`config.mk`:
```
export PLATFORM = sky130hd
export DESIGN_NAME = gpio_evt_irq
export DESIGN_NICKNAME = d
export VERILOG_FILES = /design/src/rtl/gpio_evt_pkg.sv /design/src/rtl/gpio_evt_setclr.sv /design/src/rtl/gpio_evt_sync.sv /design/src/rtl/gpio_evt_detect.sv /design/src/rtl/gpio_evt_irq.sv
export SDC_FILE = /design/constraint.sdc
export NUM_CORES = 1
export LEC_CHECK = 0
export ABC_AREA = 1
export BUFFER_PORTS_ARGS = -buffer_cell sky130_fd_sc_hd__buf_2
export CORE_MARGIN = 2
export CORE_UTILIZATION = 50
export CTS_CLUSTER_SIZE = 12
export DETAILED_ROUTE_END_ITERATION = 7
export HOLD_SLACK_MARGIN = 0.03
export PLACE_DENSITY = 0.65
export SKIP_CTS_REPAIR_TIMING = 1
export SYNTH_ARGS = -nofsm -noshare
export SYNTH_HDL_FRONTEND = slang
export SYNTH_SLANG_ARGS = --single-unit
```
`constraint.sdc`:
```
create_clock -name clk -period 1.2 [get_ports clk]
set_input_delay 0.06 -clock clk [delete_from_list [all_inputs] [get_ports clk]]
set_output_delay 0.06 -clock clk [all_outputs]
set_load 0.02 [all_outputs]
```
`src/rtl/gpio_evt_pkg.sv`:
```
`timescale 1ns/1ps
package gpio_evt_pkg;
  localparam int ADDR_W = 4;

  localparam logic [ADDR_W-1:0] A_EN_SET   = 4'h0;
  localparam logic [ADDR_W-1:0] A_EN_CLR   = 4'h1;
  localparam logic [ADDR_W-1:0] A_EN_RD    = 4'h2;
  localparam logic [ADDR_W-1:0] A_XM_SET   = 4'h3;
  localparam logic [ADDR_W-1:0] A_XM_CLR   = 4'h4;
  localparam logic [ADDR_W-1:0] A_XM_RD    = 4'h5;
  localparam logic [ADDR_W-1:0] A_LVL_SET  = 4'h6;
  localparam logic [ADDR_W-1:0] A_EDGE_SET = 4'h7;
  localparam logic [ADDR_W-1:0] A_KIND_RD  = 4'h8;
  localparam logic [ADDR_W-1:0] A_HI_SET   = 4'h9;
  localparam logic [ADDR_W-1:0] A_LO_SET   = 4'hA;
  localparam logic [ADDR_W-1:0] A_POL_RD   = 4'hB;
  localparam logic [ADDR_W-1:0] A_FLAGS_RD = 4'hC;

  // Per-line configuration seen by the detector
  typedef struct packed {
    logic xmode;  // 1: polarity-specific event
    logic level;  // 1: level, 0: edge
    logic high;   // 1: rising/high, 0: falling/low
  } line_cfg_t;
endpackage

```
`src/rtl/gpio_evt_setclr.sv`:
```
`timescale 1ns/1ps
module gpio_evt_setclr #(
  parameter int W = 32
) (
  input  logic         clk,
  input  logic         rst_n,
  input  logic         set_en,
  input  logic         clr_en,
  input  logic [W-1:0] wdata,
  output logic [W-1:0] q
);
  logic [W-1:0] q_n;
  logic         upd;

  always_comb begin
    upd = set_en | clr_en;
    q_n = q;
    if (set_en) q_n = q_n | wdata;
    if (clr_en) q_n = q_n & ~wdata;
  end

  always_ff @(posedge clk or negedge rst_n) begin
    if (!rst_n)   q <= '0;
    else if (upd) q <= q_n;
  end
endmodule

```
`src/rtl/gpio_evt_sync.sv`:
```
`timescale 1ns/1ps
module gpio_evt_sync #(
  parameter int W      = 32,
  parameter int STAGES = 2
) (
  input  logic         clk,
  input  logic         rst_n,
  input  logic [W-1:0] pin_i,
  output logic [W-1:0] cur_o,
  output logic [W-1:0] prev_o,
  output logic         ready_o
);
  localparam int VDEPTH = STAGES + 1;

  logic [W-1:0] stg_q [STAGES];
  logic [W-1:0] prev_q;
  logic [VDEPTH-1:0] vld_q;

  genvar s;
  generate
    for (s = 0; s < STAGES; s++) begin : g_stage
      always_ff @(posedge clk or negedge rst_n) begin
        if (!rst_n) stg_q[s] <= '0;
        else if (s == 0) stg_q[s] <= pin_i;
        else stg_q[s] <= stg_q[(s == 0) ? 0 : s-1];
      end
    end
  endgenerate

  // Validity pipeline: prev holds a real sample once the top bit is set
  always_ff @(posedge clk or negedge rst_n) begin
    if (!rst_n) begin
      vld_q  <= '0;
      prev_q <= '0;
    end else begin
      vld_q  <= {vld_q[VDEPTH-2:0], 1'b1};
      prev_q <= stg_q[STAGES-1];
    end
  end

  assign cur_o   = stg_q[STAGES-1];
  assign prev_o  = prev_q;
  assign ready_o = vld_q[VDEPTH-1];
endmodule

```
`src/rtl/gpio_evt_detect.sv`:
```
`timescale 1ns/1ps
module gpio_evt_detect
  import gpio_evt_pkg::*;
#(
  parameter int W = 32
) (
  input  logic         ready_i,
  input  logic [W-1:0] cur_i,
  input  logic [W-1:0] prev_i,
  input  line_cfg_t    cfg_i [W],
  output logic [W-1:0] evt_o
);
  genvar i;
  generate
    for (i = 0; i < W; i++) begin : g_line
      logic rise, fall, hit;
      always_comb begin
        rise = cur_i[i] & ~prev_i[i];
        fall = ~cur_i[i] & prev_i[i];
        if (!cfg_i[i].xmode)     hit = rise | fall;
        else if (cfg_i[i].level) hit = (cur_i[i] == cfg_i[i].high);
        else                     hit = cfg_i[i].high ? rise : fall;
        evt_o[i] = ready_i & hit;
      end
    end
  endgenerate
endmodule

```
`src/rtl/gpio_evt_irq.sv`:
```
`timescale 1ns/1ps
module gpio_evt_irq
  import gpio_evt_pkg::*;
#(
  parameter int NLINES = 32,
  parameter int AW     = ADDR_W
) (
  input  logic              clk,
  input  logic              rst_n,
  input  logic [NLINES-1:0] pin_i,
  input  logic [AW-1:0]     bus_addr,
  input  logic              bus_we,
  input  logic [NLINES-1:0] bus_wdata,
  input  logic              bus_re,
  output logic [NLINES-1:0] bus_rdata,
  output logic              irq_o
);
  logic [NLINES-1:0] en_q, xm_q, kind_q, pol_q;
  logic [NLINES-1:0] cur, prev, evt;
  logic [NLINES-1:0] flags_q, flags_n;
  logic              ready, rd_flags;
  line_cfg_t         cfg [NLINES];

  function automatic logic hit(input logic [AW-1:0] a);
    return bus_we && (bus_addr == a);
  endfunction

  gpio_evt_setclr #(.W(NLINES)) u_en (
    .clk(clk), .rst_n(rst_n), .set_en(hit(A_EN_SET)), .clr_en(hit(A_EN_CLR)),
    .wdata(bus_wdata), .q(en_q));
  gpio_evt_setclr #(.W(NLINES)) u_xm (
    .clk(clk), .rst_n(rst_n), .set_en(hit(A_XM_SET)), .clr_en(hit(A_XM_CLR)),
    .wdata(bus_wdata), .q(xm_q));
  gpio_evt_setclr #(.W(NLINES)) u_kind (
    .clk(clk), .rst_n(rst_n), .set_en(hit(A_LVL_SET)), .clr_en(hit(A_EDGE_SET)),
    .wdata(bus_wdata), .q(kind_q));
  gpio_evt_setclr #(.W(NLINES)) u_pol (
    .clk(clk), .rst_n(rst_n), .set_en(hit(A_HI_SET)), .clr_en(hit(A_LO_SET)),
    .wdata(bus_wdata), .q(pol_q));

  gpio_evt_sync #(.W(NLINES), .STAGES(2)) u_sync (
    .clk(clk), .rst_n(rst_n), .pin_i(pin_i),
    .cur_o(cur), .prev_o(prev), .ready_o(ready));

  genvar i;
  generate
    for (i = 0; i < NLINES; i++) begin : g_cfg
      assign cfg[i] = '{xmode: xm_q[i], level: kind_q[i], high: pol_q[i]};
    end
  endgenerate

  gpio_evt_detect #(.W(NLINES)) u_det (
    .ready_i(ready), .cur_i(cur), .prev_i(prev), .cfg_i(cfg), .evt_o(evt));

  // Flags: clear-on-read, new events win over the clear
  always_comb begin
    rd_flags = bus_re && (bus_addr == A_FLAGS_RD);
    flags_n  = (rd_flags ? '0 : flags_q) | evt;
  end

  always_ff @(posedge clk or negedge rst_n) begin
    if (!rst_n) flags_q <= '0;
    else        flags_q <= flags_n;
  end

  always_comb begin
    bus_rdata = '0;
    if (bus_re) begin
      case (bus_addr)
        A_EN_RD:    bus_rdata = en_q;
        A_XM_RD:    bus_rdata = xm_q;
        A_KIND_RD:  bus_rdata = kind_q;
        A_POL_RD:   bus_rdata = pol_q;
        A_FLAGS_RD: bus_rdata = flags_q;
        default:    bus_rdata = '0;
      endcase
    end
  end

  assign irq_o = |(flags_q & en_q);
endmodule


```
---- Word level (Yosys, flattened, before mapping) ----
Index checks and enable logic that the tools add are counted.
Widths: inputs -> output; s select.
cells by class
  bitwise logic cells ..................... 207
  equality and inequality tests ........... 44
  muxes and demuxes ....................... 107
  reduce and logical (&&, ||, !) cells .... 11
operators with widths
  cell                number
  $mux 32             10
  $and 32x32->32      5
  $or 32x32->32       5
  $pmux 32 s5         1
  $and 1x1->1         96
  $mux 1              96
  $not 1->1           64
  $or 1x1->1          36
  $eq 1x1->1          32
  $not 32->32         1
  $reduce_or 32->1    1
  $eq 4x4->1 const B  5
  $eq 4x3->1 const B  4
  $logic_and 1x1->1   9
  $eq 4x2->1 const B  2
  $eq 4x1->1 const B  1
  $logic_not 4->1     1
storage, ports and cells
  register bits after elaboration ......... 259
  input bits .............................. 72
  logic and storage cells ................. 378
  output and inout port bits .............. 33

---- Logic depth before layout (Yosys ltp) ----
  depth after elaboration ................. 7
  mapped depth ............................ 8
  gate-level depth less buffers ........... 8

---- Hierarchy ----
Synthesis repeated with hierarchy kept, for this count alone.
second synthesis, totals
  cells, all modules ...................... 2052
  area total of the unflattened synthesis .. 14560.2 µm²
by module, submodules not included
  module           instances  seq. area each (µm²)  cells each  area each (µm²)
  gpio_evt_setclr  4          800.8                 230         1570.3
  gpio_evt_irq     1          800.8                 485         2900.3
  gpio_evt_sync    1          2477.4                132         2721.4
  gpio_evt_detect  1          0.0                   515         2657.5

---- Worst setup path before layout ----
OpenSTA, ideal clock, no wires.
  path type ............................... input -> output
  start point ............................. input port bus_addr[1]
  end point ............................... output port bus_rdata[20]
  buffers on the path ..................... 1
  path slack .............................. 50 ps
  data arrival time ....................... 1090 ps
  stages on the path ...................... 6
  data required time ...................... 1140 ps
  cell sequence ........................... nor2_1 -> clkbuf_1 -> nand3_1 -> nand3_1 -> nor2_1 -> nor2_1
on the way
  word-level cells in the longest chain between the ends .. 3
  elaborated cells between the ends (all ways) .. 7
  those cells by class .................... eq/ne (5); mux (2)
RTL lines
  what                                      RTL line            source
  start, declared                           gpio_evt_irq.sv:11  input logic [AW-1:0] bus_addr,
  $eq 4x4->1, or another cell as far along  gpio_evt_irq.sv:69  case (bus_addr)
  $pmux 32 s5 (*)                           gpio_evt_irq.sv:69
  $mux 32 (*)                               gpio_evt_irq.sv:68  if (bus_re) begin
  end, declared                             gpio_evt_irq.sv:15  output logic [NLINES-1:0] bus_rdata,
Every way passes the cells marked *; elsewhere a longest branch is shown, timed or not.

---- Worst setup path in the final report ----
  start point ............................. register flags_q[22]
  end point ............................... output port irq_o
on the way
  word-level cells in the longest chain between the ends .. 2
RTL lines
  what                    RTL line            source
  start, declared         gpio_evt_irq.sv:20  logic [NLINES-1:0] flags_q, flags_n;
  start signal, assigned  gpio_evt_irq.sv:63  else flags_q <= flags_n;
  $and 32x32->32          gpio_evt_irq.sv:80  assign irq_o = |(flags_q & en_q);
  $reduce_or 32->1        gpio_evt_irq.sv:80
  end, declared           gpio_evt_irq.sv:16  output logic irq_o
Every way passes these cells.

==> results.py <==
metrics = {
    "run_status": {
        "status": "complete, but fails checks",
        "violations": "setup timing",
    },
    "timing": {
        "finalHoldViolCount": 0,
        "setup_viol": 33,
        "fin_worst_skew_ns": 0.00680,
        "fmax_ghz": 0.559,
        "finalCriticalPeriod_ns": 1.79,
        "rsz0062_at_grt": "yes",
        "setup_tns_ns": -12.23,
        "min_period_over_period_pct": 149,
        "finalWorstSetupSlack_ns": -0.589,
        "slew_violations": 0,
    },
    "floorplanning": {
        "initial_core_util_pct": 51.2,
        "die_area_mm2": 0.0273,
        "dieWidth_um": 165,
        "die_h_um": 165,
        "ioPinCount": 105,
        "coreArea_mm2": 0.0253,
        "rows": 58,
    },
    "synthesis": {
        "ys_ff_latch": 259,
        "synth_cell_types": 18,
        "yosysSeqAreaShare_pct": 49.9,
        "muxShareOfSynthArea_pct": 0,
        "post_synth.cell_area_avg_um2": 8.04,
        "async_reset_ff_share_pct": 100,
        "synth-edff-count": 0,
        "synthMostInstantiatedCell": "nand2_1",
        "synthTopCellsByCount": "449 x nand2_1, 259 x dfrtp_1, 212 x inv_1, 159 x nand3_1, 129 x nor2_1",
        "yosys_warnings": 0,
        "netlist_area_mm2": 0.0130,
        "synth_top_area_share_pct": 49.9,
        "synth_compound_area_share_pct": 11.3,
        "synth_largest_area_cell": "dfrtp_1",
        "synth_ff_type": "dfrtp_1",
        "synthTopCellsByArea": "dfrtp_1 50%, nand2_1 13%, ha_1 6.2%",
        "synthAdderAreaFrac_pct": 6.17,
        "synth_nets": 1750,
        "synth_top_family_by_area": "simple AND/OR/NAND/NOR gates",
        "yosys.area_share.simple_pct": 23.2,
        "netlist_instances": 1614,
        "synth_xor_area_share_pct": 0,
    },
    "setup_path": {
        "r2r_setup_slack_ns": 0.04,
        "worstPathCellList": "nand2_2, o21ai_1, nor2_1, nand2_1, nor2_2, nand2_2, buf_6",
        "worstSetupPathType": "flip-flop to primary output",
        "cp_num_cells": 7,
        "crit_buf_inv": 1,
        "rr_startpoint": "u_sync.cur_o[10]",
        "crit_slowest_cell": "dfrtp_1",
        "crit_start": "flags_q[22]",
        "reg2reg_to": "flags_q[10]",
        "required_ns": 1.14,
        "endpoint_kind": "primary output",
        "crit_top_cell": "nand2_2",
        "endpoint": "irq_o",
        "r2r_cells": 8,
        "cp_max_fo": 2,
        "cp_slowest_stage_delay_ns": 0.41,
        "crit_arrival_ns": 1.73,
        "startpoint_type": "flip-flop",
        "crit_family": "simple AND/OR/NAND/NOR gates",
    },
    "clocking": {
        "clk_pin_slew_ns": 0.06,
        "cts_buffer_depth": 3,
        "cts.sinks": 259,
        "cts_root_buf": "clkbuf_16",
        "clock_latency_ns": 0.56,
        "cts.htree.levels": 1,
        "cts_buffers": 29,
        "tritoncts": "yes",
    },
    "routing": {
        "wl_per_cell_um": 17.1,
        "drt_pass1_iterations": 7,
        "wirelength_mm": 38.0,
        "first_iter_violations": 1077,
        "ant_nets": 0,
        "vias": 11808,
        "via_per_inst": 5.30,
        "post-route-drc-count": 0,
    },
    "flow_run": {
        "maxCapViolCount": 0,
    },
    "grt": {
        "antenna_found_initial": 0,
        "top_usage_layer": "met2",
        "met1_usage_pct": 39.1,
        "grt_util_met2_pct": 41.9,
        "grt_overflow_total": 0,
        "grt_pass1_vias": 10594,
        "grt_max_degree": 46,
        "met3_usage_pct": 4.02,
        "grt_pass1_wl_mm": 56.5,
        "grtUsageTotal_pct": 26.7,
    },
    "final_layout": {
        "seq_area_mm2": 0.00648,
        "nNetsFinal": 2013,
        "drive_above_1_share_pct": 25.0,
        "multi_input_area_mm2": 0.00586,
        "syn_to_final_growth_pct": 33.9,
        "n_antenna_cell": 0,
        "fill_cells": 2020,
    },
    "min_path": {
        "hp-class": "input port to flip-flop",
    },
    "power": {
        "p_total_uw": 25600,
        "ir_drop_mv": 1.38,
        "leakage_uw": 0.00886,
        "p_per_area_mw_per_mm2": 1470,
    },
    "placed_design": {
        "dpl.hpwl_mm": 23.8,
        "io_buffer_count": 104,
        "gp_congestion": 0.866,
    },
}
-- placed cells by master, fill, tap and decap left out, drive strengths merged --
master / count
inv: 217
clkinv: 10
nand2: 449
clkbuf: 40
nand3: 159
a21oi: 88
a22oi: 96
nor3: 3
buf: 252
bufinv: 2
ha: 64
nor2: 132
conb: 1
dfrtp: 259
o21ai: 61
dlygate4sd3: 65
-- worst min-delay path, stage by stage --
cell,delay [ns]
buf_2,0.11
nand2_1,0.18
nand2_1,0.11
nand2_1,0.06
-- cell type report --
cell class                 instances  share of cell area (%)
clock buffer                      40                    4.82
clock inverter                    12                   0.655
inverter                         217                    4.69
sequential                       259                    37.3
timing repair buffer             317                    16.4
multi-input combinational       1053                    33.7
tap                              330                    2.38
-- power breakdown --
| part | internal (uW) | leakage (uW) | switching (uW) | total, uW |
|---|---|---|---|---|
| clock | 5270 | 0.000480 | 3620 | 8880 |
| sequential | 10000 | 0.00289 | 956 | 11000 |
| combinational | 2580 | 0.00549 | 3150 | 5740 |
-- per-stage QoR --
| step | cell area [um2] | hold slack, ns | util, % | worst slack (ns) | cells |
|---|---|---|---|---|---|
| after global placement | 14800 | -0.00578 | 58.3 | -0.214 | 2073 |
| after CTS | 15700 | -0.585 | 62.0 | -0.667 | 2125 |
| after detailed placement | 14800 | -0.00392 | 58.3 | -0.187 | 2073 |
| after floorplan | 13000 | -0.236 | - | 0.0497 | 1614 |
| after global routing | 17400 | 0.0365 | 68.6 | -0.679 | 2228 |
| final | 17400 | 0.00241 | 68.6 | -0.589 | 2228 |
-- cells by family after synthesis --
group | Yosys count
AO/OA/AOI/OAI | 245
adder cells (fa/ha/maj) | 64
buffers and inverters | 302
flip-flops | 259
other | 1
AND/OR/NAND/NOR | 743
-- metal layers --
layer  vias up  share of wire, %
li1       5660                 -
met1      5704                45
met2       385                47
met3        59               6.3
met4         0               1.9
met5         -                 0
-- worst min-delay path by stage --
stage / startpoint / to / cells past startpoint
5_1_grt: rst_n / u_sync.stg_q[36] / 2
2_1_floorplan: rst_n / async pin / 0
6_report: bus_re / flags_q[2] / 4
4_1_cts: rst_n / u_sync.stg_q[36] / 1
3_3_place_gp: rst_n / u_sync.stg_q[36] / 1
3_5_place_dp: rst_n / u_sync.stg_q[36] / 1
No activity file was read; power rests on OpenSTA's default activity.
